File: src/rtl/tsl_pkg.sv
package tsl_pkg;
  localparam int DATA_W = 32;

  typedef struct packed {
    logic              tag;
    logic [DATA_W-1:0] data;
  } tsl_word_t;

  function automatic tsl_word_t make_word(input logic is_ctrl, input logic [DATA_W-1:0] d);
    tsl_word_t w;
    w.tag  = is_ctrl;
    w.data = d;
    return w;
  endfunction

  function automatic logic kind_mismatch(input logic want_ctrl, input tsl_word_t w);
    return want_ctrl ^ w.tag;
  endfunction

  function automatic logic can_accept(input logic full, input logic pop_now);
    return !full || pop_now;
  endfunction
endpackage

File: src/rtl/tsl_fifo.sv
module tsl_fifo #(
  parameter int WIDTH = 33,
  parameter int DEPTH = 16
) (
  input  logic             clk,
  input  logic             rst_n,
  input  logic             push,
  input  logic [WIDTH-1:0] push_data,
  input  logic             pop,
  output logic [WIDTH-1:0] head,
  output logic             full,
  output logic             empty
);
  localparam int AW = (DEPTH > 1) ? $clog2(DEPTH) : 1;
  localparam int CW = $clog2(DEPTH + 1);
  localparam logic [CW-1:0] LVL_MAX = CW'(DEPTH);
  localparam logic [AW-1:0] PTR_LAST = AW'(DEPTH - 1);

  logic [WIDTH-1:0] mem [DEPTH];
  logic [AW-1:0]    wr_ptr, rd_ptr;
  logic [CW-1:0]    level, level_nxt;
  logic             full_q, empty_q;

  function automatic logic [AW-1:0] ptr_inc(input logic [AW-1:0] p);
    return (p == PTR_LAST) ? '0 : p + 1'b1;
  endfunction

  always_comb begin
    level_nxt = level;
    if (push && !pop) level_nxt = level + 1'b1;
    else if (pop && !push) level_nxt = level - 1'b1;
  end

  always_ff @(posedge clk) begin
    if (push) mem[wr_ptr] <= push_data;
  end

  always_ff @(posedge clk or negedge rst_n) begin
    if (!rst_n) begin
      wr_ptr  <= '0;
      rd_ptr  <= '0;
      level   <= '0;
      full_q  <= 1'b0;
      empty_q <= 1'b1;
    end else begin
      if (push) wr_ptr <= ptr_inc(wr_ptr);
      if (pop)  rd_ptr <= ptr_inc(rd_ptr);
      level   <= level_nxt;
      full_q  <= (level_nxt == LVL_MAX);
      empty_q <= (level_nxt == '0);
    end
  end

  assign head  = mem[rd_ptr];
  assign full  = full_q;
  assign empty = empty_q;

  assert_no_overflow_R3: assert property (@(posedge clk) disable iff (!rst_n)
    push |-> (!full_q || pop));
  assert_no_underflow_R6: assert property (@(posedge clk) disable iff (!rst_n)
    pop |-> !empty_q);
  assert_flags_exclusive_R9: assert property (@(posedge clk) disable iff (!rst_n)
    !(full_q && empty_q));
  assert_empty_holds_R2: assert property (@(posedge clk) disable iff (!rst_n)
    (empty_q && !push) |=> empty_q);
endmodule

File: src/rtl/tsl_put_port.sv
module tsl_put_port
  import tsl_pkg::*;
(
  input  logic              clk,
  input  logic              rst_n,
  input  logic              req,
  input  logic              is_ctrl,
  input  logic              nb,
  input  logic [DATA_W-1:0] data,
  input  logic              link_full,
  input  logic              link_pop,
  output logic              push,
  output tsl_word_t         push_word,
  output logic              ok,
  output logic              fail,
  output logic              stall
);
  logic room;

  assign room      = can_accept(link_full, link_pop);
  assign push      = req && room;
  assign push_word = make_word(is_ctrl, data);
  assign ok        = push;
  assign fail      = req && nb && !room;
  assign stall     = req && !nb && !room;

  assert_stall_no_store_R3: assert property (@(posedge clk) disable iff (!rst_n)
    stall |-> (!push && link_full));
  assert_fail_only_nb_R4: assert property (@(posedge clk) disable iff (!rst_n)
    fail |-> (nb && !stall && !push));
endmodule

File: src/rtl/tsl_get_port.sv
module tsl_get_port
  import tsl_pkg::*;
(
  input  logic              clk,
  input  logic              rst_n,
  input  logic              req,
  input  logic              want_ctrl,
  input  logic              nb,
  input  logic              link_empty,
  input  tsl_word_t         head,
  output logic              pop,
  output logic [DATA_W-1:0] data,
  output logic              ok,
  output logic              fail,
  output logic              stall,
  output logic              mismatch
);
  assign pop      = req && !link_empty;
  assign ok       = pop;
  assign data     = pop ? head.data : '0;
  assign mismatch = pop && kind_mismatch(want_ctrl, head);
  assign fail     = req && nb && link_empty;
  assign stall    = req && !nb && link_empty;

  assert_stall_no_pop_R5: assert property (@(posedge clk) disable iff (!rst_n)
    stall |-> (!ok && !pop));
  assert_fail_zero_R6: assert property (@(posedge clk) disable iff (!rst_n)
    fail |-> (data == '0 && !pop));
  assert_mismatch_pops_R7: assert property (@(posedge clk) disable iff (!rst_n)
    mismatch |-> pop);
endmodule

File: src/rtl/tagstream_link.sv
module tagstream_link
  import tsl_pkg::*;
#(
  parameter int DEPTH = 16
) (
  input  logic              clk,
  input  logic              rst_n,
  input  logic              cpu_put_req,
  input  logic              cpu_put_ctrl,
  input  logic              cpu_put_nb,
  input  logic [DATA_W-1:0] cpu_put_data,
  output logic              cpu_put_ok,
  output logic              cpu_put_fail,
  output logic              cpu_put_stall,
  input  logic              cpu_get_req,
  input  logic              cpu_get_ctrl,
  input  logic              cpu_get_nb,
  output logic [DATA_W-1:0] cpu_get_data,
  output logic              cpu_get_ok,
  output logic              cpu_get_fail,
  output logic              cpu_get_stall,
  output logic              cpu_get_mismatch,
  output logic              acc_out_valid,
  input  logic              acc_out_ready,
  output logic [DATA_W-1:0] acc_out_data,
  output logic              acc_out_ctrl,
  input  logic              acc_in_valid,
  output logic              acc_in_ready,
  input  logic [DATA_W-1:0] acc_in_data,
  input  logic              acc_in_ctrl
);
  localparam int WORD_W = $bits(tsl_word_t);

  // outbound link (processor -> accelerator)
  logic      ob_push, ob_pop, ob_full, ob_empty;
  tsl_word_t ob_in_word, ob_head;

  // inbound link (accelerator -> processor)
  logic      ib_push, ib_pop, ib_full, ib_empty;
  tsl_word_t ib_in_word, ib_head;

  tsl_put_port u_put (
    .clk       (clk),
    .rst_n     (rst_n),
    .req       (cpu_put_req),
    .is_ctrl   (cpu_put_ctrl),
    .nb        (cpu_put_nb),
    .data      (cpu_put_data),
    .link_full (ob_full),
    .link_pop  (ob_pop),
    .push      (ob_push),
    .push_word (ob_in_word),
    .ok        (cpu_put_ok),
    .fail      (cpu_put_fail),
    .stall     (cpu_put_stall)
  );

  tsl_fifo #(.WIDTH(WORD_W), .DEPTH(DEPTH)) u_ob_fifo (
    .clk       (clk),
    .rst_n     (rst_n),
    .push      (ob_push),
    .push_data (ob_in_word),
    .pop       (ob_pop),
    .head      (ob_head),
    .full      (ob_full),
    .empty     (ob_empty)
  );

  assign acc_out_valid = !ob_empty;
  assign ob_pop        = acc_out_valid && acc_out_ready;
  assign acc_out_data  = ob_head.data;
  assign acc_out_ctrl  = ob_head.tag;

  assign ib_in_word   = make_word(acc_in_ctrl, acc_in_data);
  assign acc_in_ready = can_accept(ib_full, ib_pop);
  assign ib_push      = acc_in_valid && acc_in_ready;

  tsl_fifo #(.WIDTH(WORD_W), .DEPTH(DEPTH)) u_ib_fifo (
    .clk       (clk),
    .rst_n     (rst_n),
    .push      (ib_push),
    .push_data (ib_in_word),
    .pop       (ib_pop),
    .head      (ib_head),
    .full      (ib_full),
    .empty     (ib_empty)
  );

  tsl_get_port u_get (
    .clk        (clk),
    .rst_n      (rst_n),
    .req        (cpu_get_req),
    .want_ctrl  (cpu_get_ctrl),
    .nb         (cpu_get_nb),
    .link_empty (ib_empty),
    .head       (ib_head),
    .pop        (ib_pop),
    .data       (cpu_get_data),
    .ok         (cpu_get_ok),
    .fail       (cpu_get_fail),
    .stall      (cpu_get_stall),
    .mismatch   (cpu_get_mismatch)
  );

  assert_out_hold_R2: assert property (@(posedge clk) disable iff (!rst_n)
    (acc_out_valid && !acc_out_ready) |=>
      (acc_out_valid && $stable(acc_out_data) && $stable(acc_out_ctrl)));
  assert_put_tag_R1: assert property (@(posedge clk) disable iff (!rst_n)
    (ob_empty && cpu_put_ok) |=> (acc_out_ctrl == $past(cpu_put_ctrl)));
  assert_in_ready_R8: assert property (@(posedge clk) disable iff (!rst_n)
    !acc_in_ready |-> (ib_full && !cpu_get_req));
endmodule

File: config.mk
export PLATFORM = sky130hd
export DESIGN_NAME = tagstream_link
export DESIGN_NICKNAME = d
export VERILOG_FILES = /design/src/rtl/tsl_pkg.sv /design/src/rtl/tsl_fifo.sv /design/src/rtl/tsl_put_port.sv /design/src/rtl/tsl_get_port.sv /design/src/rtl/tagstream_link.sv
export SDC_FILE = /design/constraint.sdc
export NUM_CORES = 1
export LEC_CHECK = 0
export BUFFER_PORTS_ARGS = -buffer_cell sky130_fd_sc_hd__buf_2
export CAP_MARGIN = 40
export CORE_MARGIN = 2
export CORE_UTILIZATION = 53
export CTS_CLUSTER_SIZE = 8
export DETAILED_ROUTE_END_ITERATION = 10
export PLACE_DENSITY_LB_ADDON = 0.25
export SYNTH_ARGS = -nofsm -noshare
export SYNTH_HDL_FRONTEND = slang
export SYNTH_SLANG_ARGS = --single-unit
File: constraint.sdc
create_clock -name clk -period 13 [get_ports clk]
set_input_delay 0.65 -clock clk [delete_from_list [all_inputs] [get_ports clk]]
set_output_delay 0.65 -clock clk [all_outputs]
set_load 0.1 [all_outputs]
==> results of run 1 <==
## cell usage in the layout, fill, tap and decap left out, types with 7 or more instances in the layout
cell type / synthesis / layout
nor2b_1: 37 / 37
and3_2: 0 / 7
edfxtp_1: 1056 / 1056
mux2_2: 66 / 66
xnor2_1: 10 / 10
a21oi_1: 39 / 39
nand2b_1: 7 / 7
nand2_1: 61 / 61
mux4_2: 232 / 232
clkbuf_16: 0 / 155
buf_4: 15 / 51
a211oi_1: 35 / 35
and3_1: 41 / 34
inv_1: 12 / 12
o22ai_1: 34 / 34
ha_1: 14 / 14
dfrtp_1: 28 / 22
clkbuf_1: 47 / 24
nand3_1: 9 / 9
nor2_4: 0 / 14
mux2i_1: 35 / 35
buf_2: 32 / 148
a22oi_1: 33 / 33
nor2_1: 56 / 42
o21ai_0: 40 / 40
## power by group
part           total (W)  internal [W]  switching [W]
Clock            0.00349       0.00213        0.00136
Combinational    0.00413       0.00127        0.00287
Sequential       0.00440       0.00421       0.000183
## flip-flops by register name, summed over array words and instances (netlist names)
name and flops:
u_ib_fifo.rd_ptr 4, u_ib_fifo.full 1, u_ib_fifo.wr_ptr 4, u_ib_fifo.mem 528
u_ob_fifo.full 1, u_ob_fifo.mem 528, u_ib_fifo.empty 1, u_ob_fifo.empty 1
u_ob_fifo.wr_ptr 4, u_ib_fifo.level 5, u_ob_fifo.rd_ptr 4, u_ob_fifo.level 5
## metal layers
| layer | GRT usage [%] | routed length [um] |
|---|---|---|
| met1 | 32.5 | 38400 |
| met2 | 36.6 | 45400 |
| met3 | 4.85 | 6810 |
| met4 | 6.58 | 1940 |
| met5 | 0 | 27 |
## through the flow
| stage | utilization [%] | cell area [sq um] | hold WS, ns |
|---|---|---|---|
| after global routing | 61.6 | 48600 | 0.234 |
| after floorplan | - | 42200 | 0.354 |
| after detailed placement | 56.3 | 44400 | 0.468 |
| final | 61.6 | 48600 | 0.226 |
| after CTS | 61.6 | 48600 | 0.188 |
| after global placement | 56.1 | 44300 | 0.464 |
## worst max-delay path by stage
stage | startpoint | end | slack [ns]
CTS | u_ob_fifo.rd_ptr[0] | acc_out_data[14] | 7.92
global placement | u_ob_fifo.rd_ptr[0] | acc_out_data[11] | 8.70
finish | u_ob_fifo.rd_ptr[0] | acc_out_data[11] | 8.10
detailed placement | u_ob_fifo.rd_ptr[0] | acc_out_data[14] | 8.71
global route | u_ob_fifo.rd_ptr[0] | acc_out_data[12] | 7.74
floorplan | acc_out_ready | u_ob_fifo.mem[7][0] | 8.71
## layout make-up
class,count,area share (%)
Multi-Input combinational cell,805,19.1
Clock buffer,179,8.16
Tap cell,1050,2.70
Timing Repair Buffer,208,2.70
Sequential cell,1086,66.8
Antenna cell,5,0.0257
Clock inverter,12,0.412
Inverter,13,0.100
## kinds of logic (layout without fill, tap and decap cells)
logic type	Yosys count	in the layout	synth area share, %
and+or+nand+nor	241	241	2.91
other	0	5	0
AOI/OAI and AO/OA	204	204	3.06
muxes	333	333	15.0
buffers and inverters	129	412	1.50
DFF	1086	1086	76.9
adders and majority gates	14	14	0.415
xor gates and xnor gates	13	13	0.270
## worst max-delay path, cell delays in order (launching register included)
cell and delay (ns):
dfrtp_4 0.65, buf_4 0.68, buf_4 0.73, mux4_2 0.59
nor2b_1 0.14, a211oi_1 0.24, a21oi_1 0.10, buf_2 0.33
==> flow_summary.json, run 1 <==
{
  "status": "completed",
  "placed_cells": 3161,
  "drt_drc_violations_left": 0,
  "vias": 20900,
  "path_class": "reg2out",
  "grt_pass1_vias": 21600,
  "h-tree-depth": 4,
  "yosysUniqueCellTypes": 54,
  "worstPathMaxFanout": 37,
  "cts_tree": "done",
  "worst_setup_path_start_kind": "flop",
  "die_h_um": 286,
  "final.setup_skew_ns": 0.0207,
  "synth-seq-cells": 1086,
  "root_buffer": "clkbuf_16",
  "cts_hold_buffers": 1,
  "viasPerCell": 6.22,
  "detail-route-antenna-nets": 0,
  "yosys-top-cells-area": "edfxtp_1 (75%), mux4_2 (12%), mux2_2 (1.8%), dfrtp_1 (1.7%), mux2i_1 (0.83%)",
  "drive_gt1_share_pct": 31.3,
  "rrSetupSlack_ns": 10.03,
  "finalWirelength_mm": 92.6,
  "path_clk_slew_ns": 0.05,
  "ys_warn_count": 0,
  "r2r_start": "u_ib_fifo.empty",
  "globalplace.congestion": 0.755,
  "r2r_cells": 5,
  "io_pins": 149,
  "synth_top_area_share_pct": 75.1,
  "cp.arrival_ns": 4.25,
  "critPathCaptureType": "output pin",
  "leakage_nw": 16.0,
  "min_period_ns": 4.90,
  "synth_most_common_cell": "edfxtp_1",
  "hold_class": "in2reg",
  "multi_input_comb_area_sq_um": 9280,
  "first_pass_iters": 7,
  "clock.fmax_mhz": 204,
  "areaGrowthSynthToFinish_pct": 15.1,
  "clockBufferDepth": 3,
  "fin_tns_setup_ns": 0,
  "tightest_slew_ns": 0.895,
  "cts_resized": 0,
  "die_w_um": 286,
  "finalHoldViolCount": 0,
  "netlist_area_sq_um": 42200,
  "grt-ovfl-total": 0,
  "hp-start": "cpu_put_req",
  "fin_crit_sh_pct": 37.7,
  "place_hpwl_mm": 47.4,
  "cts.sinks": 1086,
  "die-area_sq_um": 81900,
  "grt_antenna_before_repair": 8,
  "max_slew_margin_pct": 40.3,
  "yosysSeqAreaShare_pct": 76.9,
  "io_buffers": 148,
  "area.sequential_sq_um": 32500,
  "cts_buffers": 153,
  "grt_max_degree": 117,
  "vdd_ir_drop_max_v": 0.000311,
  "grt_usage_pct": 23.0,
  "rows": 103,
  "cts_setup_buffers": 0,
  "synth_cells": 2020,
  "synth_nets": 2109,
  "synthTopCellsByCount": "edfxtp_1 (1,056), mux4_2 (232), mux2_2 (66)",
  "rsz0062_at_grt": "no",
  "setup-violations-final": 0,
  "nNetsFinal": 2356,
  "avgSynthCellArea_sq_um": 20.9,
  "slew_viol_final": 0,
  "nFillCells": 5397,
  "start_util_pct": 53.5,
  "cap_violations": 0,
  "rr_endpoint": "u_ib_fifo.mem[15][29]",
  "min_to": "u_ob_fifo.level[1]",
  "core-area_sq_um": 78900,
  "whs_path_depth": 2,
  "total_power_w": 0.0120,
  "synth_edf_count": 1056,
  "wl_per_cell_um": 27.6,
  "synth-main-ff-cell": "edfxtp_1",
  "insertion_delay_ns": 0.72,
  "cp.required_ns": 12.35,
  "powerDensity_nw_per_um2": 247,
  "grt_pass1_wl_mm": 138,
  "worst_slack_ns": 8.10,
  "async_flop_share_pct": 2.76,
  "drtIter0Drc": 2211,
  "yosysTopAreaCell": "edfxtp_1",
  "place_ws_ns": 8.71,
  "instances_no_fill": 3358
}
No activity file was read; power rests on OpenSTA's default activity.
==> inputs of run 2 (changes only) <==
- clock period: 13 -> 4.5 ns (I/O delays scaled with it)
==> flow_summary.json, run 2 (synthesized netlist as in run 1, its figures left out) <==
{
  "finalHoldViolCount": 0,
  "start_util_pct": 53.5,
  "insertion_delay_ns": 0.73,
  "p_sw_w": 0.0130,
  "grt-ovfl-total": 0,
  "clockBufferDepth": 3,
  "total_power_w": 0.0351,
  "grt_pass1_vias": 22100,
  "min_period_ns": 3.76,
  "die_h_um": 286,
  "whs_ns": 0.109,
  "cts_setup_buffers": 0,
  "sw_frac_of_total_pct": 37.0,
  "cts_tree": "done",
  "fin_tns_setup_ns": 0,
  "root_buffer": "clkbuf_16",
  "die_w_um": 286,
  "instances_no_fill": 3452,
  "fin_crit_sh_pct": 83.5,
  "powerDensity_nw_per_um2": 707,
  "viasPerCell": 6.14,
  "placed_cells": 3177,
  "rows": 103,
  "cts.sinks": 1086,
  "final_cell_mix": "edfxtp_1 (1,056), mux4_2 (232), clkbuf_16 (153)",
  "grt_pass1_wl_mm": 141,
  "path_buf_inv": 3,
  "grt_usage_pct": 23.5,
  "grt_max_degree": 64,
  "final.setup_skew_ns": 0.0310,
  "leakage_nw": 16.4,
  "path_clk_slew_ns": 0.05,
  "drtIter0Drc": 2096,
  "critPathCaptureType": "output pin",
  "cts_buffers": 153,
  "place_hpwl_mm": 51.9,
  "vdd_ir_drop_max_v": 0.000876,
  "worst_slack_ns": 0.742,
  "setup-violations-final": 0,
  "core-area_sq_um": 78900,
  "drive_gt1_share_pct": 30.7,
  "critPathTopFamily": "simple AND/OR/NAND/NOR gates",
  "io_buffers": 148,
  "drt_drc_violations_left": 0,
  "slew_viol_final": 0,
  "comb_power_share_pct": 34.1,
  "wl_per_cell_um": 27.3,
  "rsz0062_at_grt": "no",
  "top_regs": "u_ib_fifo.mem (528), u_ob_fifo.mem (528)",
  "nNetsFinal": 2442,
  "detail-route-antenna-nets": 0,
  "worst_setup_path_start_kind": "flop",
  "first_pass_iters": 7,
  "cpPeakStageDelay_ns": 0.60,
  "cp.arrival_ns": 3.53,
  "max_slew_margin_pct": 41.8,
  "cts_hold_buffers": 70,
  "path_class": "reg2out",
  "worstPathMaxFanout": 17,
  "hold_class": "in2reg",
  "status": "completed",
  "areaGrowthSynthToFinish_pct": 17.5,
  "cts_resized": 0,
  "clock.fmax_mhz": 266,
  "cap_violations": 0,
  "h-tree-depth": 4,
  "p_int_w": 0.0221,
  "layout_commonest_cell": "edfxtp_1",
  "cp_slowest_cell": "nor2_4",
  "tightest_slew_ns": 0.872,
  "power.sequential.fraction_pct": 36.8,
  "io_pins": 149,
  "pwr-share-clk_pct": 29.1,
  "die-area_sq_um": 81900,
  "vias": 21200,
  "globalplace.congestion": 0.772,
  "place_ws_ns": 1.20,
  "grt_antenna_before_repair": 2,
  "cp.required_ns": 4.28,
  "finalWirelength_mm": 94.4,
  "num_antenna_cells": 0,
  "path_cells": "nand2b_1, inv_2, nand2_1, nor2_4, buf_4, a22oi_1, nand2_1, buf_2",
  "crit_top_cell": "nand2_1"
}
## run 2: changes by cell type in the layout (fill, tap and decap cells not counted), sizes merged
| cell | delta |
|---|---|
| buf | +17 |
| inv | +3 |
| dlygate4sd3 | +69 |
| clkinv | +1 |
| clkbuf | +9 |
| diode | -5 |
## run 2: metal layers
layer	wire, um	GRT usage [%]
met1	40000	34.1
met2	45900	36.9
met3	6570	4.69
met4	1890	6.69
met5	13	0
## run 2: stage by stage
step | utilization [%] | cell area [sq um]
floorplan | - | 42200
global placement | 56.4 | 44500
detailed placement | 56.6 | 44700
CTS | 62.9 | 49600
global route | 62.9 | 49600
finish | 62.9 | 49600
## run 2: area by class of cell
class | instances | area [sq um]
flip-flops and latches | 1086 | 32500
fillers | 5304 | 29300
multi-input cells | 805 | 9280
clock buffers | 188 | 3960
repair buffers | 294 | 2240
well taps | 1050 | 1310
clock inverters | 16 | 289
inverters | 13 | 48.8
## run 2: power by group through the flow
| stage | combinational (W) | clock, W | sequential, W |
|---|---|---|---|
| 6_report | 0.0119 | 0.0102 | 0.0129 |
| 5_1_grt | 0.0125 | 0.0108 | 0.0130 |
| 4_1_cts | 0.0120 | 0.0104 | 0.0129 |
| 3_5_place_dp | 0.0119 | 0 | 0.0131 |
| 3_3_place_gp | 0.0117 | 0 | 0.0131 |
| 2_1_floorplan | 0.00961 | 0 | 0.0125 |
## run 2: final timing paths
path,startpoint,endpoint,slack [ns],cells past startpoint
max reg2reg,u_ib_fifo.empty,u_ib_fifo.mem[7][22],1.60,5
min in group asynchronous,rst_n,u_ob_fifo.level[1],0.15,2
max,u_ib_fifo.empty,cpu_get_data[16],0.74,8
min reg2reg,u_ob_fifo.level[4],u_ob_fifo.level[4],0.48,1
max in group asynchronous,rst_n,u_ib_fifo.rd_ptr[1],3.71,2
min,cpu_get_req,u_ib_fifo.level[0],0.11,4
## run 2: tightest hold or removal path, delay by kind of cell
kind                      cells  cell delay (ns)
xor gates and xnor gates      1             0.08
buffers and inverters         1             0.12
and+or+nand+nor               2             0.36
